## src/rtl/rdy_pkg.sv

```systemverilog
// Shared types for the ready-cycle tracker.
// Assumes the latency classes below are the only ones a committer uses.
package rdy_pkg;

    // Latency class carried with each commit
    typedef enum logic [1:0] {
        LAT_ONE      = 2'd0,
        LAT_THREE    = 2'd1,
        LAT_FOUR     = 2'd2,
        LAT_FOUR_ALT = 2'd3
    } lat_sel_e;

    localparam int LAT_W       = 3;
    localparam int LAT_SHORT   = 1;
    localparam int LAT_MUL     = 3;
    localparam int LAT_MUL_HI  = 4;

endpackage

```

## src/rtl/rdy_stamp_calc.sv

```systemverilog
// Computes the retirement stamp of a commit: issue cycle plus the latency of
// its class, clamped to the largest value a stamp can hold.
// Assumes W is at least LAT_W so the latency fits the adder.
module rdy_stamp_calc #(
    parameter int W = 8
) (
    input  logic              [W-1:0] issue,
    input  rdy_pkg::lat_sel_e         sel,
    output logic              [W-1:0] stamp
);
    import rdy_pkg::*;

    localparam int PAD_W = W + 1 - LAT_W;

    logic [LAT_W-1:0] lat;
    logic [W:0]       sum;

    // Decode the latency class into a cycle count
    always_comb begin
        case (sel)
            LAT_ONE:   lat = LAT_W'(LAT_SHORT);
            LAT_THREE: lat = LAT_W'(LAT_MUL);
            default:   lat = LAT_W'(LAT_MUL_HI);
        endcase
    end

    // Add with one guard bit and clamp on carry out
    always_comb begin
        sum   = {1'b0, issue} + {{PAD_W{1'b0}}, lat};
        stamp = sum[W] ? {W{1'b1}} : sum[W-1:0];
    end

endmodule

```

## src/rtl/rdy_stamp_file.sv

```systemverilog
// Holds one ready stamp per register and overwrites the addressed one on a
// commit. Assumes NREG is a power of two addressed by IDW bits.
module rdy_stamp_file #(
    parameter int NREG = 8,
    parameter int W    = 8,
    parameter int IDW  = $clog2(NREG)
) (
    input  logic              clk,
    input  logic              rst_n,
    input  logic              wr_en,
    input  logic [IDW-1:0]    wr_reg,
    input  logic [W-1:0]      wr_stamp,
    output logic [NREG*W-1:0] stamps
);

    for (genvar g = 0; g < NREG; g++) begin : g_ent
        logic [W-1:0] ent_q;
        logic         hit;

        // Select this entry when the commit addresses it
        always_comb hit = wr_en && (wr_reg == IDW'(g));

        // Replace the stamp on a commit; clear on reset
        always_ff @(posedge clk) begin
            if (!rst_n)   ent_q <= '0;
            else if (hit) ent_q <= wr_stamp;
        end

        assign stamps[g*W +: W] = ent_q;


        wr_replace_chk: assert property (@(posedge clk) disable iff (!rst_n)
            (wr_en && wr_reg == IDW'(g)) |=> (stamps[g*W +: W] == $past(wr_stamp)));


        untouched_hold_chk: assert property (@(posedge clk) disable iff (!rst_n)
            !(wr_en && wr_reg == IDW'(g)) |=> $stable(stamps[g*W +: W]));
    end

endmodule

```

## src/rtl/rdy_max_tree.sv

```systemverilog
// Reduces all stamps to their maximum through a binary tree of comparators
// and registers the result. Assumes NREG is a power of two.
module rdy_max_tree #(
    parameter int NREG = 8,
    parameter int W    = 8
) (
    input  logic              clk,
    input  logic              rst_n,
    input  logic [NREG*W-1:0] stamps,
    output logic [W-1:0]      max_q
);
    localparam int NODES = 2 * NREG - 1;
    localparam int INNER = NREG - 1;

    logic [W-1:0] node [NODES];

    // Leaves of the tree are the stamps themselves
    for (genvar l = 0; l < NREG; l++) begin : g_leaf
        assign node[INNER + l] = stamps[l*W +: W];
    end

    // Each inner node keeps the larger of its two children
    for (genvar n = 0; n < INNER; n++) begin : g_node
        assign node[n] = (node[2*n+1] >= node[2*n+2]) ? node[2*n+1] : node[2*n+2];
    end

    // Register the root of the tree
    always_ff @(posedge clk) begin
        if (!rst_n) max_q <= '0;
        else        max_q <= node[0];
    end

    for (genvar c = 0; c < NREG; c++) begin : g_chk

        max_bound_chk: assert property (@(posedge clk) disable iff (!rst_n)
            1'b1 |=> (max_q >= $past(stamps[c*W +: W])));
    end

endmodule

```

## src/rtl/rdy_query.sv

```systemverilog
// Answers whether one register is ready by a given cycle, using the stamps
// held before the current edge. Purely combinational.
module rdy_query #(
    parameter int NREG = 8,
    parameter int W    = 8,
    parameter int IDW  = $clog2(NREG)
) (
    input  logic [NREG*W-1:0] stamps,
    input  logic [IDW-1:0]    q_reg,
    input  logic [W-1:0]      q_cycle,
    output logic              q_avail
);
    logic [W-1:0] sel_stamp;

    // Pick the addressed stamp and compare it with the query cycle
    always_comb begin
        sel_stamp = stamps[q_reg*W +: W];
        q_avail   = (sel_stamp <= q_cycle);
    end

endmodule

```

## src/rtl/ready_cycle_tracker.sv

```systemverilog
// Top of the register ready-cycle tracker: stamp calculation on commit,
// per-register stamp storage, availability query and registered maximum.
// Assumes at most one commit per clock; reset is synchronous, active low.
module ready_cycle_tracker #(
    parameter int NREG = 8,
    parameter int W    = 8,
    parameter int IDW  = $clog2(NREG)
) (
    input  logic           clk,
    input  logic           rst_n,
    input  logic           wr_en,
    input  logic [IDW-1:0] wr_reg,
    input  logic [W-1:0]   wr_issue,
    input  logic [1:0]     wr_lat_sel,
    input  logic [IDW-1:0] q_reg,
    input  logic [W-1:0]   q_cycle,
    output logic           q_avail,
    output logic [W-1:0]   overall_latency
);
    import rdy_pkg::*;

    logic [W-1:0]      new_stamp;
    logic [NREG*W-1:0] stamps;
    lat_sel_e          sel;

    // Interpret the raw latency code as a class
    always_comb sel = lat_sel_e'(wr_lat_sel);

    rdy_stamp_calc #(.W(W)) u_calc (
        .issue (wr_issue),
        .sel   (sel),
        .stamp (new_stamp)
    );

    rdy_stamp_file #(.NREG(NREG), .W(W), .IDW(IDW)) u_file (
        .clk      (clk),
        .rst_n    (rst_n),
        .wr_en    (wr_en),
        .wr_reg   (wr_reg),
        .wr_stamp (new_stamp),
        .stamps   (stamps)
    );

    rdy_query #(.NREG(NREG), .W(W), .IDW(IDW)) u_query (
        .stamps  (stamps),
        .q_reg   (q_reg),
        .q_cycle (q_cycle),
        .q_avail (q_avail)
    );

    rdy_max_tree #(.NREG(NREG), .W(W)) u_max (
        .clk    (clk),
        .rst_n  (rst_n),
        .stamps (stamps),
        .max_q  (overall_latency)
    );


    stamp_floor_chk: assert property (@(posedge clk) disable iff (!rst_n)
        wr_en |-> (new_stamp > wr_issue || new_stamp == {W{1'b1}}));

endmodule

```

## config.mk

```make
export PLATFORM = sky130hd
export DESIGN_NAME = ready_cycle_tracker
export DESIGN_NICKNAME = d
export VERILOG_FILES = /design/src/rtl/rdy_pkg.sv /design/src/rtl/rdy_stamp_calc.sv /design/src/rtl/rdy_stamp_file.sv /design/src/rtl/rdy_max_tree.sv /design/src/rtl/rdy_query.sv /design/src/rtl/ready_cycle_tracker.sv
export SDC_FILE = /design/constraint.sdc
export NUM_CORES = 1
export LEC_CHECK = 0
export ABC_CLOCK_PERIOD_IN_PS = 8900
export BUFFER_PORTS_ARGS = -buffer_cell sky130_fd_sc_hd__buf_2
export CAP_MARGIN = 20
export CORE_ASPECT_RATIO = 0.8
export CORE_MARGIN = 3
export CORE_UTILIZATION = 28
export DETAILED_ROUTE_END_ITERATION = 10
export GPL_TIMING_DRIVEN = 0
export PLACE_DENSITY = 0.53
export SETUP_SLACK_MARGIN = 0.5
export SYNTH_ARGS = -nofsm -noshare
export SYNTH_HDL_FRONTEND = slang
export SYNTH_SLANG_ARGS = --single-unit
```

## constraint.sdc

```tcl
create_clock -name clk -period 8.9 [get_ports clk]
set_clock_uncertainty 0.2 [all_clocks]
set_input_delay 0 -clock clk [delete_from_list [all_inputs] [get_ports clk]]
set_output_delay 0 -clock clk [all_outputs]
set_load 0.02 [all_outputs]
```

After elaboration in Yosys (flattened, before gate mapping)
Cells that the tools add are included.
{"block": "op_classes", "reduce_logical": 10, "n_addsub": 1, "multipliers": 0, "magnitude_cmp": 8, "n_mux": 9, "n_div": 0, "n_bitwise": 0, "shifts": 1, "eq_ne": 8}
{"op": "$mux 8", "count": 8}
{"op": "$shiftx 64x7->8", "count": 1}
{"op": "$ge 8x8->1", "count": 7}
{"op": "$eq 3x3->1 const B", "count": 4}
{"op": "$add 8x3->9", "count": 1}
{"op": "$le 8x8->1", "count": 1}
{"op": "$logic_and 1x1->1", "count": 8}
{"op": "$eq 3x2->1 const B", "count": 2}
{"op": "$pmux 3 s2", "count": 1}
{"op": "$eq 3x1->1 const B", "count": 1}
{"op": "$logic_not 3->1", "count": 1}
{"op": "$eq 2x1->1 const B", "count": 1}
{"op": "$logic_not 2->1", "count": 1}
{"block": "word_totals", "output_inout_bits": 9, "n_memories": 0, "rom_bits": 0, "latchBits": 0, "ff_bits": 72, "in_bits": 27, "ram_bits": 0}

Logic depth before layout (Yosys ltp)
Gate-level depths: netlist (run 1).
{"block": "depth", "word_depth": 6, "ltp_mapped": 28, "depth_no_buf": 27}

Modules after synthesis
From an unflattened synthesis (run 1), not the netlist that was laid out.
{"block": "hier_totals", "hier_cells": 591, "area_unflattened_um2": 5624.1}
{"mod": "rdy_stamp_file", "area_each_um2": 2348.5, "cells_per_inst": 223, "instances": 1}
{"mod": "rdy_max_tree", "area_each_um2": 2283.4, "cells_per_inst": 278, "instances": 1}
{"mod": "rdy_query", "area_each_um2": 740.7, "cells_per_inst": 55, "instances": 1}
{"mod": "rdy_stamp_calc", "area_each_um2": 251.5, "cells_per_inst": 35, "instances": 1}

Worst setup path before layout (run 1)
No wires, ideal clock.
{"block": "synth_path", "path_kind": "reg2reg", "start": "register u_file.g_ent[6].ent_q[0]", "end": "register u_max.max_q[0]", "period_less_slack_ns": 5.503, "path_buffers": 1, "path_stages_with_launch": 27, "setup_time_ns": 0.060, "t_arrival_ns": 5.243, "slack_ns": 3.397, "cell_sequence": "dfxtp_1 -> inv_1 -> ha_1 -> nand2b_1 -> a2111oi_0 -> or4_1 -> nand2b_1 -> a21oi_2 -> mux2i_1 -> ha_1 -> a21oi_1 -> nor2b_1 -> o21ai_1 -> nand2_1 -> a21oi_1 -> a32oi_4 -> mux2_4 -> ha_1 -> nand2b_1 -> a21oi_1 -> nor2b_1 -> o21ai_0 -> a32o_1 -> or2_2 -> buf_1 -> a21oi_1 -> a221o_1"}
{"block": "synth_via", "elab_chain_cells": 6}
{"item": "start: declaration", "line": "rdy_stamp_file.sv:17", "text": "logic [W-1:0] ent_q;"}
{"item": "start signal: assignment", "line": "rdy_stamp_file.sv:26", "text": "else if (hit) ent_q <= wr_stamp;"}
{"item": "$ge 8x8->1", "line": "rdy_max_tree.sv:24", "text": "assign node[n] = (node[2*n+1] >= node[2*n+2]) ? node[2*n+1] : node[2*n+2];"}
{"item": "$mux 8 *", "line": "rdy_max_tree.sv:24"}
{"item": "$ge 8x8->1", "line": "rdy_max_tree.sv:24"}
{"item": "$mux 8 *", "line": "rdy_max_tree.sv:24"}
{"item": "$ge 8x8->1", "line": "rdy_max_tree.sv:24"}
{"item": "$mux 8 *", "line": "rdy_max_tree.sv:24"}
{"item": "end signal: assignment", "line": "rdy_max_tree.sv:30", "text": "else max_q <= node[0];"}
{"item": "end: declaration", "line": "rdy_max_tree.sv:10", "text": "output logic [W-1:0] max_q"}
Every way passes the cells marked *; elsewhere a longest branch is shown, timed or not.
A chain may end at the register's enable or synchronous reset.

Worst setup path after layout (run 1)
{"block": "layout_path", "start": "register u_file.g_ent[6].ent_q[0]", "end": "register u_max.max_q[7]"}
The elaborated chain is that of the path after synthesis.

==> flow_summary.yaml, run 1 <==
status:
  status: "completed"
synthesis:
  syn_nets: 694
  syn_avg_cell_area_um2: 9.12
  ys_seq_elements: 72
  syn_inst: 600
  synthMuxAreaShare_pct: 16.4
  yosysMostFrequentCell: "dfxtp_1"
  syn-cell-area_mm2: 0.00547
  async_flop_share_pct: 0
  synth_compound_area_share_pct: 21.2
  yosysTopAreaCell: "dfxtp_1"
  ys.flop_type: "dfxtp_1"
  synthTopCellsByArea: "dfxtp_1 26%, ha_1 15%, o211a_1 9.0%"
  synth_common_cells: "72 x dfxtp_1, 66 x ha_1, 66 x inv_1, 66 x nand2_1, 49 x o211a_1"
  synth_edf_count: 0
  synth_top_family_by_area: "compound AO/OA/AOI/OAI gates"
  synth.distinct_cells: 51
  synth_adder_area_share_pct: 15.5
  ys_seq_area_share_pct: 26.3
  synth_xor_area_share_pct: 0.640
  synth_warnings: 0
  yosysTopAreaCellShare_pct: 26.3
  synth_simple_gate_area_share_pct: 13.5
power:
  p_sw_mw: 0.366
  irDropWorstVdd_mv: 0.0790
  intPower_mw: 0.685
  switching_share_pct: 34.8
  total_power_mw: 1.05
  powerDensity_mw_per_mm2: 167
  cellLeakagePower_nw: 3.14
  pwr-share-seq_pct: 33.2
  p_comb_share_pct: 32.8
  clock_power_share_pct: 34.0
die:
  row_count: 45
  dieWidth_um: 162
  core_area_mm2: 0.0191
  dieHeight_um: 131
  io-pin-count: 36
  die-area_mm2: 0.0213
  start_util_pct: 28.7
cells_and_area:
  area_growth_pct: 15.1
  layout.cells.non_filler: 911
  final_nets: 742
  n_fill_cell: 2001
  num_antenna_cells: 0
  utilization_pct: 33.0
  drive_gt1_share_pct: 13.5
  design_area_mm2: 0.00630
place:
  place.gp.congestion: 0.809
  port_buffers: 32
  place_area_mm2: 0.00596
  place_inst: 890
  dp_hpwl_mm: 12.2
  dp_slack_ns: 2.37
global_routing:
  antenna_found_initial: 0
  grt_overflow: 0
  grt_usage_pct: 15.0
  grt_pass1_vias: 4190
  grt_max_degree: 14
  grt_pass1_wl_mm: 24.2
worst_setup_path:
  r2r_cells: 26
  cp-startpoint: "u_file.g_ent[6].ent_q[0]"
  setup.worst_path.start_class: "flop"
  regToRegSetupSlack_ns: 2.27
  r2r-start: "u_file.g_ent[6].ent_q[0]"
  endpoint: "u_max.max_q[7]"
  end_kind: "flop"
  r2r-end: "u_max.max_q[7]"
  required_ns: 8.92
  worstSetupPathType: "flop to flop"
  cp_max_fo: 8
  crit_arrival_ns: 6.65
detailed_routing:
  vias: 4494
  ant_nets: 0
  via_per_inst: 4.93
  drt_iter0_markers: 372
  routed_wl_mm: 15.2
  drc: 0
  firstDrtPassIters: 7
  wire_per_inst_um: 16.7
timing:
  fin_crit_sh_pct: 74.5
  tightest_slew_ns: 0.975
  hold_violations: 0
  maxSlewHeadroom_pct: 34.5
  setup_viol: 0
  fin_tns_setup_ns: 0
  finalCriticalPeriod_ns: 6.63
  fmax_mhz: 151
  whs_ns: 0.0257
  rsz0062_at_grt: "false"
  maxSlewViolCount: 0
  fin_ws_ns: 2.27
flow_run:
  cap_violations: 0
clock_network:
  cts_setup_buffers: 0
  htreeDepth: 3
  clkSinkCount: 72
  clkTransAtPathRegs_ns: 0.06
  numCtsBuffers: 9
  cts_buffer_depth: 2
  clock_latency_ns: 0.34
  cts_root_buffer: "clkbuf_16"
  cts_tree: "built"
worst_hold_path:
  hp-class: "input port to flop"
==> kinds of logic (layout without fill, tap and decap cells) <==
group / Yosys count / count (layout)
xor gates and xnor gates: 4 / 4
DFF: 72 / 72
buffers and inverters: 94 / 147
muxes: 67 / 67
and+or+nand+nor: 155 / 155
AOI/OAI and AO/OA: 141 / 141
adders and majority gates: 67 / 67
==> routing by layer <==
layer / up-vias / share of wire (%) / track usage, %
li1: 2263 / - / -
met1: 2112 / 58 / 24.6
met2: 109 / 36 / 19.7
met3: 10 / 5.0 / 2.98
met4: 0 / 1.2 / 2.71
met5: - / 0 / 0
==> what timing repair did <==
item                      CTS  global route
hold buffers                5             0
resized for setup           0             0
hold endpoints to repair    5             0
==> cell type report <==
| type | instances | area [um2] | share of cell area [%] |
|---|---|---|---|
| buffer | 28 | 110 | 1.75 |
| clock buffer | 11 | 253 | 4.01 |
| clock inverter | 5 | 40.0 | 0.636 |
| inverter | 66 | 248 | 3.93 |
| multi-input combinational | 434 | 3670 | 58.3 |
| sequential | 72 | 1440 | 22.9 |
| tap | 258 | 323 | 5.12 |
| timing repair buffer | 37 | 210 | 3.34 |
==> critical path, cell delays in order (launching register included) <==
cell and delay (ns):
dfxtp_1 0.42, inv_1 0.07, ha_1 0.28, nand2b_1 0.14, a2111oi_0 0.35, or4_1 0.23
nand2b_1 0.09, a21oi_2 0.45, mux2i_1 0.40, ha_1 0.31, a21oi_1 0.16, nor2b_1 0.06
o21ai_1 0.25, nand2_1 0.13, a21oi_1 0.28, a32oi_4 0.16, mux2i_1 0.38, inv_1 0.08
ha_1 0.28, o21a_1 0.18, o21a_1 0.16, o21ai_0 0.15, a32o_1 0.22, or2_2 0.13
buf_1 0.30, a21oi_1 0.22, a221o_1 0.42
==> flip-flops by register name (all words and copies together) (netlist names) <==
register            flops
u_file.g_ent.ent_q     64
u_max.max_q             8
==> how the worst min path moves through the flow <==
stage,from,endpoint,slack (ns),depth (start not counted)
final,wr_en,u_file.g_ent[6].ent_q[6],0.03,4
after global routing,wr_reg[1],u_file.g_ent[0].ent_q[0],0.04,4
after CTS,wr_en,u_file.g_ent[6].ent_q[6],0.01,4
after detailed placement,u_max.max_q[6],overall_latency[6],0.22,1
after global placement,u_max.max_q[2],overall_latency[2],0.22,1
after floorplan,wr_issue[6],u_file.g_ent[3].ent_q[6],0.10,3
==> placed cells by master, fill, tap and decap left out, types with 11 or more instances in the layout <==
cell type,count
and2_1,11
ha_1,66
a21oi_1,29
nand2b_1,13
nor3_1,11
mux2_2,12
o21ai_0,16
inv_1,66
buf_2,32
nand2_1,66
clkbuf_1,24
o211a_1,49
nor2_1,27
mux4_2,16
mux2i_1,36
dfxtp_1,72
==> power groups by stage <==
stage	sequential, mW	clock, mW	combinational, mW
2_1_floorplan	0.358	0	0.253
3_3_place_gp	0.356	0	0.341
3_5_place_dp	0.356	0	0.341
4_1_cts	0.349	0.364	0.345
5_1_grt	0.351	0.376	0.384
6_report	0.350	0.357	0.345
Power figures use the tool's default switching activity.
==> run 2: changes to the inputs <==
--- a/config.mk
+++ b/config.mk
@@ -5,7 +5,7 @@
 export SDC_FILE = /design/constraint.sdc
 export NUM_CORES = 1
 export LEC_CHECK = 0
-export ABC_CLOCK_PERIOD_IN_PS = 8900
+export ABC_CLOCK_PERIOD_IN_PS = 6200
 export BUFFER_PORTS_ARGS = -buffer_cell sky130_fd_sc_hd__buf_2
 export CAP_MARGIN = 20
 export CORE_ASPECT_RATIO = 0.8
==> constraint.sdc (replaced) <==
create_clock -name clk -period 6.2 [get_ports clk]
set_clock_uncertainty 0.2 [all_clocks]
set_input_delay 0 -clock clk [delete_from_list [all_inputs] [get_ports clk]]
set_output_delay 0 -clock clk [all_outputs]
set_load 0.02 [all_outputs]
==> run 2 against run 1 <==
  * Count of clock-buffer cells in the layout did not move
  * Utilization grew 3.1 points
  * Routed wire length is 4.4% higher
==> flow_summary.yaml, run 2 (same netlist as run 1, synthesis figures left out) <==
cells_and_area:
  design_area_mm2: 0.00689
  regMostFlops: "u_file.g_ent.ent_q"
  drive_gt1_share_pct: 24.8
  num_antenna_cells: 0
  largest_reg_flops: 64
  area_growth_pct: 25.9
  top_regs: "u_file.g_ent.ent_q: 64 flops, u_max.max_q: 8 flops"
  final_cell_mix: "66 x inv_1, 65 x dfxtp_1, 64 x nand2_1, 62 x ha_1, 49 x o211a_1"
  final_nets: 771
  layout.cells.non_filler: 940
  layout_commonest_cell: "inv_1"
power:
  powerDensity_mw_per_mm2: 244
  cellLeakagePower_nw: 3.33
  irDropWorstVdd_mv: 0.117
  clock_power_share_pct: 30.6
  p_comb_share_pct: 39.5
  switching_share_pct: 34.7
  total_power_mw: 1.68
  pwr-share-seq_pct: 29.9
  p_sw_mw: 0.583
  intPower_mw: 1.10
clock_network:
  cts_tree: "built"
  clkSinkCount: 72
  cts_root_buffer: "clkbuf_16"
  clock_latency_ns: 0.34
  cts_buffer_depth: 2
  htreeDepth: 3
  numCtsBuffers: 9
  clkTransAtPathRegs_ns: 0.06
die:
  start_util_pct: 28.7
  dieWidth_um: 162
  row_count: 45
  die-area_mm2: 0.0213
  core_area_mm2: 0.0191
  io-pin-count: 36
  dieHeight_um: 131
global_routing:
  grt_pass1_wl_mm: 24.5
  use_met3_pct: 2.98
  grt_usage_pct: 15.2
  grt_use_met2_pct: 20.4
  met1_usage_pct: 24.7
  antenna_found_initial: 0
  grt_busiest_layer: "met1"
  grt_overflow: 0
  grt_pass1_vias: 4253
  grt_max_degree: 14
timing:
  tightest_slew_ns: 0.978
  rsz0062_at_grt: "false"
  maxSlewHeadroom_pct: 34.3
  whs_ns: 0.0283
  finalCriticalPeriod_ns: 5.49
  setup_viol: 0
  fmax_mhz: 182
  maxSlewViolCount: 0
  hold_violations: 0
  fin_crit_sh_pct: 88.6
worst_setup_path:
  r2r_cells: 28
  worstSetupPathType: "flop to flop"
  cp_max_fo: 8
  required_ns: 6.28
  crit_arrival_ns: 5.57
  regToRegSetupSlack_ns: 0.71
  setup.worst_path.start_class: "flop"
  critPathMaxStageDelay_ns: 0.57
  cp-startpoint: "u_file.g_ent[7].ent_q[1]"
  crit_slowest_cell: "or4_4"
  end_kind: "flop"
  r2r-start: "u_file.g_ent[7].ent_q[1]"
detailed_routing:
  routed_wl_mm: 15.9
  drc: 0
  via_per_inst: 4.96
  firstDrtPassIters: 4
  wire_per_inst_um: 16.9
  ant_nets: 0
  vias: 4662
  drt_iter0_markers: 319
place:
  port_buffers: 32
  place.gp.congestion: 0.809
  place_inst: 890
  place_area_mm2: 0.00596
  dp_hpwl_mm: 12.2
worst_hold_path:
  worstHoldPathCells: 4
  hp-start: "wr_reg[1]"
  hp-class: "input port to flop"
flow_run:
  cap_violations: 0
status:
  status: "completed"
## run 2: cell types whose count changed in the layout (fill, tap and decap cells not counted), moves of 4 or more
cell     change
buf_4       +28
a21oi_1     -11
mux2i_1     -11
a21oi_2      +7
dfxtp_1      -7
mux2i_4      +7
a21oi_4      +4
dfxtp_2      +4
ha_1         -4
ha_4         +4
mux2i_2      +4
## run 2: path summary, 6_finish.rpt
kind                                                 end
worst max-delay path                      u_max.max_q[7]
worst min-delay path            u_file.g_ent[0].ent_q[0]
worst min register to register  u_file.g_ent[6].ent_q[0]
worst max register to register            u_max.max_q[7]
## run 2: final cells by class
cell class | instances | area, um2
buffer | 28 | 121
fill | 1946 | 12200
inverter | 66 | 248
timing repair buffer | 66 | 444
clock inverter | 5 | 40.0
multi-input combinational | 434 | 4010
tap | 258 | 323
clock buffer | 11 | 253
sequential | 72 | 1460
## run 2: critical path: cells and delay by family (launching register included)
| kind | cells | cell delay, ns |
|---|---|---|
| mux | 2 | 0.54 |
| buf+inv | 6 | 0.75 |
| fa+ha+maj | 3 | 0.84 |
| compound gates | 11 | 1.45 |
| flops | 1 | 0.39 |
| simple gates | 6 | 1.24 |
## run 2: through the flow
stage               utilization (%)  setup TNS [ns]  setup slack (ns)
floorplan                         -               0             0.697
global placement               31.2           -2.12            -0.315
detailed placement             31.2           -2.29            -0.333
CTS                            34.1               0             0.506
global route                   36.1               0             0.485
finish                         36.1               0             0.709
## run 2: per-layer routing
layer  vias up  share of wire [%]  wire, um
li1       2317                  -         -
met1      2222                 56      8970
met2       116                 37      5960
met3         7                5.3       845
met4         0               0.76       121
met5         -                  0         0
## run 2: what timing repair did
| action | 4_1_cts | 5_1_grt |
|---|---|---|
| gates resized for setup | 29 | 54 |
| hold buffers | 5 | 0 |
| endpoints found under the setup margin | 8 | 7 |
| setup buffers | 10 | 19 |
| pin swaps | 4 | 16 |
| endpoints found under the hold margin | 5 | 0 |
## run 2: power by group through the flow
stage,clock [mW],sequential [mW],combinational (mW)
floorplan,0,0.513,0.363
global placement,0,0.511,0.490
detailed placement,0,0.512,0.490
CTS,0.523,0.502,0.564
global route,0.541,0.505,0.718
finish,0.513,0.503,0.664
